==> src/rtl/pinseq_pkg.sv <==
package pinseq_pkg;

    localparam int CODE_W = 4;

    typedef enum logic [CODE_W-1:0] {
        CD_ZERO    = 4'd0,
        CD_ONE     = 4'd1,
        CD_DFLT    = 4'd2,
        CD_FLOAT   = 4'd3,
        CD_CLK_LHL = 4'd4,
        CD_CLK_HLH = 4'd5,
        CD_EXP_HI  = 4'd6,
        CD_EXP_LO  = 4'd7,
        CD_SKIP    = 4'd8,
        CD_EXP_Z   = 4'd9
    } cond_e;

    typedef enum logic [2:0] {
        PH_IDLE   = 3'd0,
        PH_STEADY = 3'd1,
        PH_PULSE  = 3'd2,
        PH_RETURN = 3'd3,
        PH_CHK_UP = 3'd4,
        PH_CHK_DN = 3'd5
    } phase_e;

    typedef struct packed {
        logic oe;
        logic val;
    } drive_t;

    function automatic drive_t drive_of(logic [CODE_W-1:0] code, phase_e ph, logic dflt);
        drive_t d;
        d.oe  = 1'b0;
        d.val = 1'b0;
        if (ph != PH_IDLE) begin
            case (code)
                CD_ZERO:    begin d.oe = 1'b1; d.val = 1'b0; end
                CD_ONE:     begin d.oe = 1'b1; d.val = 1'b1; end
                CD_DFLT:    begin d.oe = 1'b1; d.val = dflt; end
                CD_CLK_LHL: begin d.oe = 1'b1; d.val = (ph == PH_PULSE); end
                CD_CLK_HLH: begin d.oe = 1'b1; d.val = (ph != PH_PULSE); end
                default:    begin d.oe = 1'b0; d.val = 1'b0; end
            endcase
        end
        return d;
    endfunction

    function automatic logic judge(logic [CODE_W-1:0] code, logic up_s, logic dn_s);
        case (code)
            CD_EXP_HI: return !(up_s && dn_s);
            CD_EXP_LO: return up_s || dn_s;
            CD_EXP_Z:  return !(up_s && !dn_s);
            default:   return 1'b0;
        endcase
    endfunction

endpackage

==> src/rtl/pinseq_timer.sv <==
module pinseq_timer
    import pinseq_pkg::*;
#(
    parameter int SETTLE = 2
) (
    input  logic   clk,
    input  logic   rst,
    input  logic   start,
    output phase_e phase,
    output logic   load,
    output logic   smp_up,
    output logic   smp_dn,
    output logic   done,
    output logic   res_valid
);
    localparam int CW = (SETTLE > 1) ? $clog2(SETTLE) : 1;
    localparam logic [CW-1:0] LAST = CW'(SETTLE - 1);

    logic [CW-1:0] cnt;
    logic          at_end;

    assign at_end = (cnt == LAST);
    assign load   = start && (phase == PH_IDLE);
    assign smp_up = (phase == PH_CHK_UP) && at_end;
    assign smp_dn = (phase == PH_CHK_DN) && at_end;

    always_ff @(posedge clk) begin
        if (rst) begin
            phase     <= PH_IDLE;
            cnt       <= '0;
            done      <= 1'b0;
            res_valid <= 1'b0;
        end else begin
            done <= smp_dn;
            if (load) begin
                phase     <= PH_STEADY;
                cnt       <= '0;
                res_valid <= 1'b0;
            end else if (phase != PH_IDLE) begin
                if (at_end) begin
                    cnt <= '0;
                    case (phase)
                        PH_STEADY: phase <= PH_PULSE;
                        PH_PULSE:  phase <= PH_RETURN;
                        PH_RETURN: phase <= PH_CHK_UP;
                        PH_CHK_UP: phase <= PH_CHK_DN;
                        default:   phase <= PH_IDLE;
                    endcase
                    if (phase == PH_CHK_DN) res_valid <= 1'b1;
                end else begin
                    cnt <= cnt + 1'b1;
                end
            end
        end
    end

    // a phase is only left after its full count
    a_r5_phase_len: assert property (@(posedge clk) disable iff (rst)
        (phase != $past(phase) && $past(phase) != PH_IDLE) |-> ($past(cnt) == LAST));

    // done is a single-cycle pulse
    a_r9_done_pulse: assert property (@(posedge clk) disable iff (rst)
        done |=> !done);

    // a start during a run does not send the sequence back to the steady phase
    a_r10_no_restart: assert property (@(posedge clk) disable iff (rst)
        (start && phase == PH_PULSE) |=> (phase != PH_STEADY));

endmodule

==> src/rtl/pinseq_pin.sv <==
module pinseq_pin
    import pinseq_pkg::*;
(
    input  logic              clk,
    input  logic              rst,
    input  logic              load,
    input  logic [CODE_W-1:0] cond_in,
    input  logic              dflt_in,
    input  phase_e            phase,
    input  logic              smp_up,
    input  logic              smp_dn,
    input  logic              pin_in,
    output logic              oe,
    output logic              val,
    output logic              fail
);
    logic [CODE_W-1:0] cond_q;
    logic              dflt_q;
    logic              up_q;
    drive_t            drv;

    assign drv = drive_of(cond_q, phase, dflt_q);
    assign oe  = drv.oe;
    assign val = drv.val;

    always_ff @(posedge clk) begin
        if (rst) begin
            cond_q <= CD_SKIP;
            dflt_q <= 1'b0;
            up_q   <= 1'b0;
            fail   <= 1'b0;
        end else begin
            if (load) begin
                cond_q <= cond_in;
                dflt_q <= dflt_in;
                fail   <= 1'b0;
            end
            if (smp_up) up_q <= pin_in;
            if (smp_dn) fail <= judge(cond_q, up_q, pin_in);
        end
    end

    // non-driving codes keep the driver off
    a_r3_no_drive: assert property (@(posedge clk) disable iff (rst)
        (cond_q == CD_FLOAT || cond_q == CD_EXP_HI || cond_q == CD_EXP_LO ||
         cond_q == CD_SKIP || cond_q == CD_EXP_Z || cond_q > CD_EXP_Z) |-> !oe);

    // a low-high-low clock pin only rises on entry to the pulse phase
    a_r4_pulse_rise: assert property (@(posedge clk) disable iff (rst)
        (cond_q == CD_CLK_LHL && $rose(val)) |-> (phase == PH_PULSE));

endmodule

==> src/rtl/vector_pin_sequencer.sv <==
module vector_pin_sequencer
    import pinseq_pkg::*;
#(
    parameter int NUM_PINS = 4,
    parameter int SETTLE   = 2
) (
    input  logic                       clk,
    input  logic                       rst,
    input  logic                       start_i,
    input  logic [NUM_PINS*CODE_W-1:0] cond_i,
    input  logic                       dflt_lvl_i,
    input  logic [NUM_PINS-1:0]        pin_in_i,
    output logic [NUM_PINS-1:0]        pin_oe_o,
    output logic [NUM_PINS-1:0]        pin_val_o,
    output logic                       pull_up_o,
    output logic                       busy_o,
    output logic                       done_o,
    output logic                       pass_o,
    output logic [NUM_PINS-1:0]        fail_mask_o
);
    phase_e phase;
    logic   load, smp_up, smp_dn, res_valid;

    pinseq_timer #(.SETTLE(SETTLE)) u_timer (
        .clk(clk), .rst(rst), .start(start_i), .phase(phase), .load(load),
        .smp_up(smp_up), .smp_dn(smp_dn), .done(done_o), .res_valid(res_valid)
    );

    for (genvar i = 0; i < NUM_PINS; i++) begin : g_pin
        pinseq_pin u_pin (
            .clk(clk), .rst(rst), .load(load),
            .cond_in(cond_i[i*CODE_W +: CODE_W]), .dflt_in(dflt_lvl_i),
            .phase(phase), .smp_up(smp_up), .smp_dn(smp_dn),
            .pin_in(pin_in_i[i]), .oe(pin_oe_o[i]), .val(pin_val_o[i]),
            .fail(fail_mask_o[i])
        );
    end

    assign busy_o    = (phase != PH_IDLE);
    assign pull_up_o = (phase != PH_CHK_DN);
    assign pass_o    = res_valid && !(|fail_mask_o);

    // the pull-down is only selected inside a run
    a_r6_pull_in_run: assert property (@(posedge clk) disable iff (rst)
        !pull_up_o |-> busy_o);

    // results hold between done and the next start
    a_r9_hold: assert property (@(posedge clk) disable iff (rst)
        (!busy_o && !start_i && !done_o) |=> $stable(fail_mask_o));

endmodule

==> config.mk <==
export PLATFORM = sky130hd
export DESIGN_NAME = vector_pin_sequencer
export DESIGN_NICKNAME = d
export VERILOG_FILES = /design/src/rtl/pinseq_pkg.sv /design/src/rtl/pinseq_timer.sv /design/src/rtl/pinseq_pin.sv /design/src/rtl/vector_pin_sequencer.sv
export SDC_FILE = /design/constraint.sdc
export NUM_CORES = 1
export LEC_CHECK = 0
export ABC_AREA = 1
export BUFFER_PORTS_ARGS = -buffer_cell sky130_fd_sc_hd__buf_4
export CORE_MARGIN = 2
export CORE_UTILIZATION = 57
export DETAILED_ROUTE_END_ITERATION = 16
export PLACE_DENSITY = 0.8
export SYNTH_ARGS = -nofsm -noshare
export SYNTH_HDL_FRONTEND = slang
export SYNTH_SLANG_ARGS = --single-unit
==> constraint.sdc <==
create_clock -name clk -period 2.4 [get_ports clk]
set_clock_uncertainty 0.05 [all_clocks]
set_input_delay 0 -clock clk [delete_from_list [all_inputs] [get_ports clk]]
set_output_delay 0 -clock clk [all_outputs]
set_load 0.02 [all_outputs]
Yosys cells after proc, flatten, opt, wreduce, memory -nomap -nowiden --
Index checks and enable logic that the tools add are counted.
Storage, ports and cells: input bits 24, word-level logic and storage cells 119, flip-flop bits (word level) 31, output and inout bits 16
Operators by class: equality and inequality tests 35, reductions and logical operators 43, mux-type cells 22, add/subtract/negate cells 1
Operators with widths (number):
- $eq A4 B3 Y1 const B | 16
- $pmux W2 S5 | 4
- $eq A4 B1 Y1 const B | 4
- $eq A4 B2 Y1 const B | 4
- $eq A4 B4 Y1 const B | 4
- $logic_not A4 Y1 | 4
- $logic_not A1 Y1 | 13
- $logic_and A1 B1 Y1 | 12
- $pmux W1 S3 | 4
- $pmux W3 S4 | 1
- $mux W1 | 9
- $mux W2 | 4
- $eq A3 B2 Y1 const B | 2
- $eq A3 B3 Y1 const B | 2
- $reduce_bool A2 Y1 | 3
- $logic_or A1 B1 Y1 | 4
- $reduce_and A2 Y1 | 2
- $reduce_or A4 Y1 | 1
- $eq A3 B1 Y1 const B | 1
- $logic_not A3 Y1 | 1
- $ne A3 B2 Y1 const B | 1
- $ne A3 B3 Y1 const B | 1
- $reduce_and A3 Y1 | 1
- $reduce_bool A3 Y1 | 1
- other kinds (2) | 2

Logic depth before layout (Yosys ltp) --
Gate-level depths: netlist (run 1).
word-level depth 5, mapped depth 8

By module --
Synthesis (run 1) repeated with hierarchy kept, for this count alone.
Unflattened totals: cells, all modules 293, area, all modules 1829.3 um2
By module, submodules not included:
- pinseq_pin | seq. area each 140.1 um2, area an instance 372.9 um2, cells each 60, times used 4
- pinseq_timer | seq. area each 120.1 um2, area an instance 299.0 um2, cells each 43, times used 1
- vector_pin_sequencer | seq. area each 0.0 um2, area an instance 38.8 um2, cells each 10, times used 1

Worst setup path before layout (run 1) --
OpenSTA, ideal clock, no wires.
path type register -> register, start register u_timer.phase[0], end register g_pin[2].u_pin.cond_q[1], buffers on the path 1, data arrival time 1.085 ns, setup time 0.120 ns, clock period less this slack 1.256 ns, cell stages (with the launch flop) 8, path slack 1.144 ns, required time 2.230 ns, path through dfxtp_1 -> nor2_4 -> nand2_4 -> inv_8 -> nand2_8 -> buf_12 -> o21ai_1 -> a21oi_1
On the way: word-level cells in the longest chain between the ends 2
RTL lines:
- start: declaration | RTL line pinseq_timer.sv:9 | output phase_e phase,
- start signal: assignment | RTL line pinseq_timer.sv:29 | phase <= PH_IDLE;
- start signal: assignment | RTL line pinseq_timer.sv:36 | phase <= PH_STEADY;
- start signal: assignment | RTL line pinseq_timer.sv:43 | PH_STEADY: phase <= PH_PULSE;
- $logic_not A3 Y1 | RTL line pinseq_timer.sv:23 | assign load = start && (phase == PH_IDLE);
- $logic_and A1 B1 Y1 | RTL line pinseq_timer.sv:23
- end signal: assignment | RTL line pinseq_pin.sv:34 | cond_q <= cond_in;
- end: declaration | RTL line pinseq_pin.sv:17 | logic [CODE_W-1:0] cond_q;
Every way passes these cells. A chain may end at the register's enable or synchronous reset.

Worst setup path after layout (run 1) --
start register u_timer.phase[2], end output pin_val_o[1]
On the way: word-level cells in the longest chain between the ends 3, elaborated cells on any way between the ends 5, classes of those cells eq/ne: 2; mux: 2; reduce/logical: 1
RTL lines:
- $ne A3 B2 Y1 or $eq A3 B2 Y1 (tied branches) | RTL line pinseq_pkg.sv:42, pinseq_pkg.sv:41
- $pmux W2 S5 | RTL line pinseq_pkg.sv:37 | case (code)
- $mux W2 (*) | RTL line pinseq_pkg.sv:36 | if (ph != PH_IDLE) begin
- end: declaration | RTL line vector_pin_sequencer.sv:14 | output logic [NUM_PINS-1:0] pin_val_o,
Mark *: on every way between the ends. The rest lies on a longest branch, timed or not.

==> impl_metrics.tcl, run 1 <==
set metrics [dict create \
    status "finished clean" \
    cp_slowest_cell "dfxtp_1" \
    routed_via_density 5.37 \
    cpPeakStageDelay_ns 0.43 \
    worstMarginPinSlew_ns 0.881 \
    synth_area_sq_mm 0.00175 \
    synth_compound_area_frac 0.188 \
    finalWirelength_um 4240 \
    rsz0062_at_grt "false" \
    syn_to_final_growth_pct 27.8 \
    tns_ns 0 \
    die_h_um 59.5 \
    numCtsBuffers 5 \
    cp_cell_sequence "inv_1 > nand3_1 > inv_1 > nand2_1 > nand4_1 > a21oi_1 > buf_4" \
    power_frac_clock 0.342 \
    p_int_mw 0.901 \
    post-route-period-util 0.753 \
    clk_pin_slew_ns 0.11 \
    drtPass1Iterations 4 \
    drive_gt1_frac 0.223 \
    synth_cells 240 \
    crit_type "flop to primary output" \
    yosysWarnings 0 \
    design_area_sq_mm 0.00224 \
    ys.flop_type "dfxtp_1" \
    critPathMaxFanout 6 \
    p_leak_nw 1.01 \
    cts.sinks 31 \
    dpl-instance-area_sq_mm 0.00193 \
    synth_top_family_by_area "simple AND/OR/NAND/NOR gates" \
    slew_viol_final 0 \
    path_buf_inv 3 \
    root_buffer "clkbuf_4" \
    fp-row-count 20 \
    crit_required_ns 2.35 \
    p_sw_mw 0.372 \
    endpoint_kind "primary output" \
    grt_overflow 0 \
    cts_tree "built" \
    port_buffers 39 \
    async_flop_share 0 \
    start_util 0.589 \
    path_common_cell "inv_1" \
    synth_xor_area_frac 0 \
    clockBufferDepth 2 \
    drt_iter0_drc 144 \
    grt_max_degree 36 \
    hpwl_um 2790 \
    grt.total_usage 0.267 \
    core_area_sq_mm 0.00298 \
    syn_nets 264 \
    finalCriticalPeriod_ns 1.81 \
    antennaDiodeCount 0 \
    grt_pass1_wl_um 6980 \
    timing.fmax_mhz 553 \
    io_pins 40 \
    ir_worst_vdd_mv 0.394 \
    cpLargestDelayFamily "buffers and inverters" \
    start_kind "flop" \
    route.detailed.drc 0 \
    max_cap_violations 0 \
    synthMuxAreaShare 0 \
    ant_nets 0 \
    ys_ff_latch 31 \
    p_per_area_mw_per_mm2 569 \
    synth_edf_count 0 \
    p_seq_frac 0.457 \
    power.share.combinational 0.201 \
    num_vias 1744 \
    die_w_um 59.5 \
    hold_class "input pin to flop" \
    setup_viol 0 \
    synth-seq-area-share 0.354 \
    final_nets 315 \
    cts_htree_levels 2 \
    hold_viol_final 0 \
    insertion_delay_ns 0.34 \
    arrival_ns 1.76 \
    fp.dieArea_sq_mm 0.00353 \
    sw_frac_of_total 0.292 \
    synth_cell_type_count 26 \
    synth_fa_ha_area_frac 0 \
    grt_pass1_vias 1583 \
    wl_per_cell_um 13.0 \
    place_congestion 0.881 \
    syn_area_per_cell_sq_um 7.30 \
    relSlewSlack 0.412 \
    synth-simple-area-share 0.293 \
    antenna_found_initial 0 \
]
-- worst paths after layout --
kind / start / end / slack [ns] / cells past startpoint
max: u_timer.phase[2] / pin_val_o[1] / 0.59 / 7
min: start_i / u_timer.at_end / 0.08 / 4
max reg2reg: u_timer.phase[2] / g_pin[2].u_pin.cond_q[3] / 0.92 / 7
min reg2reg: u_timer.res_valid / u_timer.res_valid / 0.43 / 2
-- cell usage after synthesis (2+ instances only) --
master   number  area, sq um
nand2_1      37          139
o21ai_1       6         30.0
o21ai_0      14         70.1
buf_4        12         90.1
nor2_1       15         56.3
nand3_1      18         90.1
a21oi_2       6         52.6
nor3_1        9         45.0
buf_12        2         40.0
nand4_1      13         81.3
o21ai_2       4         35.0
a21oi_1      27          135
dfxtp_1      31          621
nand2_4       2         22.5
inv_1        33          124
-- cell usage in the layout (no fill, tap or decap) --
cell	count
buf_4	39
nor2_4	1
clkbuf_4	5
o21ai_1	6
nand3_2	1
clkbuf_8	1
inv_8	1
nor3_1	9
nand2_1	37
o21ai_2	4
a21oi_2	6
o21ai_0	14
dlygate4sd3_1	22
nor2_1	15
dfxtp_1	31
bufinv_16	1
nand3_4	1
clkinv_2	1
inv_1	33
nand3_1	18
nand4_1	13
nand2_4	2
nand2_8	1
nor3b_1	1
nand4_2	1
o211ai_1	1
a21oi_1	27
-- logic make-up after synthesis --
logic type	Yosys count
flops	31
buf+inv	51
compound gates	58
simple gates	100
-- tightest hold or removal path, delay by kind of cell --
kind,cells,cell delay (ns)
AND/OR/NAND/NOR,2,0.29
AO/OA/AOI/OAI,1,0.03
buffers and inverters,1,0.11
-- through the flow --
step / hold WS, ns / setup WS, ns / total power, mW / instances / utilization
after detailed placement: 0.144 / 0.942 / 0.816 / 295 / 0.649
after CTS: 0.0689 / 0.624 / 1.27 / 325 / 0.752
after global placement: 0.144 / 0.967 / 0.811 / 295 / 0.649
after floorplan: 0.0124 / 1.14 / 0.759 / 240 / -
final: 0.0777 / 0.592 / 1.27 / 325 / 0.752
after global routing: 0.0950 / 0.463 / 1.34 / 325 / 0.752
-- layout make-up --
| class | instances | area, sq um |
|---|---|---|
| multi-input cells | 158 | 843 |
| fillers | 250 | 738 |
| flip-flops and latches | 31 | 621 |
| repair buffers | 61 | 513 |
| inverters | 34 | 135 |
| clock buffers | 6 | 51.3 |
| well taps | 33 | 41.3 |
| clock inverters | 2 | 35.0 |
-- per-layer routing --
layer | vias up | share of wire | global-route usage
li1 | 897 | - | -
met1 | 778 | 0.45 | 0.343
met2 | 54 | 0.47 | 0.408
met3 | 15 | 0.046 | 0.0742
met4 | 0 | 0.034 | 0.133
met5 | - | 0 | 0
-- power by group through the flow --
| stage | sequential, mW | clock [mW] | combinational, mW |
|---|---|---|---|
| 2_1_floorplan | 0.585 | 0 | 0.174 |
| 4_1_cts | 0.581 | 0.441 | 0.252 |
| 3_3_place_gp | 0.591 | 0 | 0.220 |
| 6_report | 0.582 | 0.435 | 0.256 |
| 3_5_place_dp | 0.592 | 0 | 0.223 |
| 5_1_grt | 0.587 | 0.465 | 0.283 |
-- timing repair --
| action | CTS | global route |
|---|---|---|
| hold endpoints to repair | 27 | 0 |
| setup buffers | 0 | 0 |
| endpoints found under the setup margin | 0 | 0 |
| resized for setup | 0 | 0 |
| hold buffers | 22 | 0 |
-- registers in the layout, summed over array words and instances (netlist names) --
signal and count:
u_timer.at_end 1, g_pin.u_pin.cond_q 16, u_timer.res_valid 1, u_timer.done 1, g_pin.u_pin.dflt_q 1, g_pin.u_pin.up_q 4
g_pin.u_pin.fail 4, u_timer.phase 3
Note: power is estimated with default switching activity, not from simulation.
==> inputs of run 2 (changes only) <==
--- a/config.mk
+++ b/config.mk
@@ -8,9 +8,9 @@
 export ABC_AREA = 1
 export BUFFER_PORTS_ARGS = -buffer_cell sky130_fd_sc_hd__buf_4
 export CORE_MARGIN = 2
-export CORE_UTILIZATION = 57
+export CORE_UTILIZATION = 48
 export DETAILED_ROUTE_END_ITERATION = 16
-export PLACE_DENSITY = 0.8
+export PLACE_DENSITY = 0.71
 export SYNTH_ARGS = -nofsm -noshare
 export SYNTH_HDL_FRONTEND = slang
 export SYNTH_SLANG_ARGS = --single-unit
==> constraint.sdc (replaced) <==
create_clock -name clk -period 1.5 [get_ports clk]
set_clock_uncertainty 0.05 [all_clocks]
set_input_delay 0 -clock clk [delete_from_list [all_inputs] [get_ports clk]]
set_output_delay 0 -clock clk [all_outputs]
set_load 0.02 [all_outputs]
==> run 2 against run 1 <==
  * The run now ends with setup timing left
  * Final cell count is 6.8% higher
  * Worst hold slack lost 0.067 ns
  * Register-to-register slack got worse by 0.85 ns
  * Setup slack worse by 0.60 ns
  * Clock power grew 17%
  * Global-route usage is 3.7 points lower
  * Non-clock buffer count is 9 higher
  * Critical path depth down 1
  * Combinational power grew 79%
==> impl_metrics.tcl, run 2 (same netlist as run 1, synthesis figures left out) <==
set metrics [dict create \
    status "finished with violations" \
    violations "setup timing" \
    rr_worst_depth 9 \
    grt.total_usage 0.230 \
    grt_overflow 0 \
    start_util 0.513 \
    endpoint_kind "primary output" \
    grt_pass1_vias 1715 \
    postLayoutCoreUtil 0.699 \
    final_common_cell "buf_4" \
    cts.sinks 31 \
    cts_htree_levels 2 \
    final_nets 325 \
    drt_iter0_drc 99 \
    ir_worst_vdd_mv 0.501 \
    r2r-start "u_timer.phase[0]" \
    post-route-period-util 1.01 \
    root_buffer "clkbuf_4" \
    port_buffers 39 \
    critPathMaxFanout 11 \
    wl_per_cell_um 13.5 \
    drive_gt1_frac 0.326 \
    antenna_found_initial 0 \
    io_pins 40 \
    core_area_sq_mm 0.00342 \
    fp.dieArea_sq_mm 0.00415 \
    grt_max_degree 36 \
    layout_common_cells "46 x buf_4, 35 x nand2_1, 29 x inv_1" \
    crit_required_ns 1.45 \
    worstMarginPinSlew_ns 0.342 \
    die_h_um 64.4 \
    syn_to_final_growth_pct 36.2 \
    start_kind "flop" \
    arrival_ns 1.46 \
    die_w_um 64.4 \
    p_per_area_mw_per_mm2 797 \
    setup_viol 4 \
    clk_pin_slew_ns 0.10 \
    ant_nets 0 \
    hold_class "input pin to flop" \
    finalCriticalPeriod_ns 1.51 \
    cts_tree "built" \
    fp-row-count 21 \
    hold_viol_final 0 \
    slew_viol_final 0 \
    grt_pass1_wl_um 7330 \
    insertion_delay_ns 0.34 \
    route.detailed.drc 0 \
    largest_reg_flops 16 \
    hold_ws_ns 0.0104 \
    rsz0062_at_grt "true" \
    top_register "g_pin.u_pin.cond_q" \
    num_vias 1827 \
    ff2ff_setup_slack_ns 0.07 \
    worstHoldPathCells 3 \
    finalWirelength_um 4690 \
    timing.fmax_mhz 662 \
    top_regs "g_pin.u_pin.cond_q: 16 flops, g_pin.u_pin.fail: 4 flops, g_pin.u_pin.up_q: 4 flops" \
    numCtsBuffers 5 \
    crit_type "flop to primary output" \
    drtPass1Iterations 5 \
    hpwl_um 2960 \
    reg2reg_to "g_pin[0].u_pin.fail" \
    relSlewSlack 0.771 \
    min_to "g_pin[1].u_pin.cond_q[1]" \
    max_cap_violations 0 \
    dpl-instance-area_sq_mm 0.00199 \
    antennaDiodeCount 0 \
    clockBufferDepth 2 \
    pre_cts_slack_ns 0.138 \
    p_leak_nw 1.05 \
    worst_slack_ns -0.0111 \
    routed_via_density 5.27 \
    place_congestion 0.883 \
    design_area_sq_mm 0.00239 \
    worstHoldStart "start_i" \
]
-- run 2: changes by cell type in the layout (fill, tap and decap cells not counted), sizes merged --
cell / change
buf: +9
nand2: +1
bufinv: -1
-- run 2: worst max path at each step --
stage                     startpoint                       end  slack, ns  cells after the start
floorplan           u_timer.phase[0]  g_pin[2].u_pin.cond_q[1]       0.24                      7
detailed placement  u_timer.phase[2]  g_pin[2].u_pin.cond_q[3]       0.14                      8
finish              u_timer.phase[0]               pin_oe_o[1]      -0.01                      6
global route        u_timer.phase[0]              pin_val_o[1]      -0.08                      7
CTS                 u_timer.phase[2]               pin_oe_o[1]     -0.002                      6
global placement    u_timer.phase[0]       g_pin[2].u_pin.up_q       0.16                      4
-- run 2: what timing repair did --
action,CTS,global route
endpoints found under the hold margin,27,0
pin swaps,2,6
setup buffers,3,0
gates resized for setup,10,18
setup endpoints to repair,5,23
cloned,0,1
hold buffers,22,0
-- run 2: report_power, final --
group	switching, mW	internal [mW]	total (mW)
clock network	0.294	0.217	0.511
registers	0.0541	0.879	0.933
logic	0.264	0.194	0.458
total	0.612	1.29	1.90
-- run 2: cell type report --
class / instances / area [sq um]
clock buffer: 6 / 51.3
clock inverter: 1 / 5.00
fill: 288 / 1030
inverter: 34 / 135
multi-input combinational: 159 / 907
sequential: 31 / 634
tap: 46 / 57.6
timing repair buffer: 70 / 597
-- run 2: critical path, cell delays in order (launching register included) --
cell,delay [ns]
dfxtp_2,0.34
buf_4,0.14
nor2_4,0.17
nand2_4,0.10
inv_8,0.13
nor3_2,0.07
buf_4,0.16
-- run 2: routing by layer --
metal / vias to the layer above / global-route usage / wire length [um]
met5: - / 0 / 0
met1: 833 / 0.268 / 2050
met4: 0 / 0.0878 / 84
met2: 66 / 0.400 / 2330
li1: 917 / - / -
met3: 11 / 0.0642 / 223
-- run 2: stage by stage --
step                TNS (ns)  power, mW  instances
floorplan                  0       1.21        240
global placement           0       1.31        314
detailed placement         0       1.31        314
CTS                 -0.00223       1.88        346
global route          -0.460       2.01        347
finish               -0.0260       1.90        347
==> inputs of run 3 (changes only) <==
--- a/config.mk
+++ b/config.mk
@@ -7,7 +7,7 @@
 export LEC_CHECK = 0
 export ABC_AREA = 1
 export BUFFER_PORTS_ARGS = -buffer_cell sky130_fd_sc_hd__buf_4
-export CORE_MARGIN = 2
+export CORE_MARGIN = 5
 export CORE_UTILIZATION = 48
 export DETAILED_ROUTE_END_ITERATION = 16
 export PLACE_DENSITY = 0.71
==> run 3 against run 2 <==
  * Clock-buffer cell count unchanged
  * Clock power grew 32%
  * First-iteration DRC count rose by 17%
  * Final cell count is 0.86% lower
  * The flow now finishes without violations
  * Sequential share of layout area is 0.12 points higher
==> impl_metrics.tcl, run 3 (same netlist as run 1, synthesis figures left out) <==
set metrics [dict create \
    status "finished clean" \
    fp-row-count 22 \
    fill_cells 335 \
    finalWirelength_um 4530 \
    core_area_sq_mm 0.00361 \
    top_regs "g_pin.u_pin.cond_q: 16 flops, g_pin.u_pin.fail: 4 flops, g_pin.u_pin.up_q: 4 flops" \
    ant_nets 0 \
    seq_area_sq_um 631 \
    drtPass1Iterations 4 \
    crit_type "flop to primary output" \
    clk_pin_slew_ns 0.07 \
    io_pins 40 \
    crit_required_ns 1.45 \
    fp.dieArea_sq_mm 0.00496 \
    endpoint_kind "primary output" \
    port_buffers 39 \
    met1_usage 0.218 \
    hpwl_um 3070 \
    start_kind "flop" \
    clockBufferDepth 2 \
    grt_pass1_wl_um 7420 \
    ff2ff_setup_slack_ns 0.09 \
    top_register "g_pin.u_pin.cond_q" \
    num_vias 1775 \
    min_to "u_timer.at_end" \
    layout_common_cells "41 x buf_4, 36 x nand2_1, 31 x inv_1" \
    root_buffer "clkbuf_8" \
    insertion_delay_ns 0.28 \
    die_w_um 70.4 \
    worstMarginPinSlew_ns 0.390 \
    multi_input_area_sq_um 885 \
    dpl-instance-area_sq_mm 0.00198 \
    wl_per_cell_um 13.2 \
    die_h_um 70.4 \
    drive_gt1_frac 0.287 \
    busiest_layer "met2" \
    final_cell_count_no_fill 344 \
    antenna_found_initial 0 \
    setup_viol 0 \
    ir_worst_vdd_mv 0.591 \
    start_util 0.486 \
    finalCriticalPeriod_ns 1.48 \
    tns_ns 0 \
    place_congestion 0.911 \
    rr_worst_depth 8 \
    critPathMaxFanout 5 \
    relSlewSlack 0.739 \
    cts_htree_levels 2 \
    grt_max_degree 36 \
    cts.sinks 31 \
    hold_ws_ns 0.129 \
    cts_tree "built" \
    worstHoldStart "start_i" \
    timing.fmax_mhz 676 \
    grt_pass1_vias 1676 \
    arrival_ns 1.43 \
    antennaDiodeCount 0 \
    grt_overflow 0 \
    grt.total_usage 0.186 \
    final_nets 320 \
    hold_class "input pin to flop" \
    routed_via_density 5.16 \
    numCtsBuffers 5 \
    r2r-start "u_timer.phase[2]" \
    design_area_sq_mm 0.00236 \
    syn_to_final_growth_pct 34.8 \
    hold_viol_final 0 \
    grtUsageMet3 0.0619 \
    slew_viol_final 0 \
    final_common_cell "buf_4" \
    post-route-period-util 0.986 \
    max_cap_violations 0 \
    route.detailed.drc 0 \
    p_per_area_mw_per_mm2 861 \
    drt_iter0_drc 116 \
    reg2reg_to "g_pin[2].u_pin.cond_q[3]" \
    p_leak_nw 1.03 \
    grt_use_met2 0.317 \
    place_inst 314 \
    largest_reg_flops 16 \
    worstHoldPathCells 4 \
]
[run 3: changes by cell type in the layout (fill, tap and decap cells not counted), sizes merged]
cell and change:
buf -4, nand2 -1
[run 3: worst max path at each step]
stage	start	end	cells after the start	slack, ns
3_3_place_gp	u_timer.phase[1]	g_pin[1].u_pin.cond_q[2]	6	0.16
4_1_cts	u_timer.phase[2]	pin_val_o[1]	7	0.03
3_5_place_dp	u_timer.phase[1]	g_pin[2].u_pin.cond_q[3]	7	0.12
6_report	g_pin[0].u_pin.cond_q[0]	pin_val_o[0]	5	0.02
5_1_grt	g_pin[0].u_pin.cond_q[1]	pin_val_o[0]	5	-0.03
2_1_floorplan	u_timer.phase[0]	g_pin[2].u_pin.cond_q[1]	7	0.24
[run 3: through the flow]
stage / util / power [mW] / setup WS (ns)
6_report: 0.655 / 2.03 / 0.0206
3_5_place_dp: 0.550 / 1.31 / 0.115
4_1_cts: 0.638 / 2.02 / 0.0314
5_1_grt: 0.655 / 2.14 / -0.0301
2_1_floorplan: - / 1.21 / 0.244
3_3_place_gp: 0.550 / 1.31 / 0.160
[run 3: timing repair]
item | 4_1_cts | 5_1_grt
gates cloned | 0 | 0
setup endpoints to repair | 4 | 4
buffers inserted | 0 | 1
pin swaps | 0 | 4
gates resized for setup | 5 | 18
hold endpoints to repair | 24 | 0
hold buffers | 22 | 0
[run 3: metal layers]
layer / up-vias / wire length (um)
li1: 905 / -
met1: 806 / 1920
met2: 60 / 2290
met3: 4 / 283
met4: 0 / 39
met5: - / 0
[run 3: final cells by class]
class                   instances  area share
clock buffers                   6      0.0350
clock inverters                 1     0.00212
inverters                      34      0.0583
multi-input cells             158       0.374
flip-flops and latches         31       0.267
well taps                      48      0.0254
repair buffers                 66       0.238
[run 3: power breakdown]
part | leakage [nW] | switching (mW) | internal, mW
clock network | 0.0470 | 0.313 | 0.360
logic | 0.731 | 0.247 | 0.183
registers | 0.256 | 0.0567 | 0.876
total | 1.03 | 0.616 | 1.42
[run 3: critical path, cell delays in order, from the launching register on]
cell and delay (ns):
dfxtp_2 0.34, inv_1 0.15, nor2_1 0.08, o21ai_0 0.30, a21oi_2 0.10, buf_4 0.16
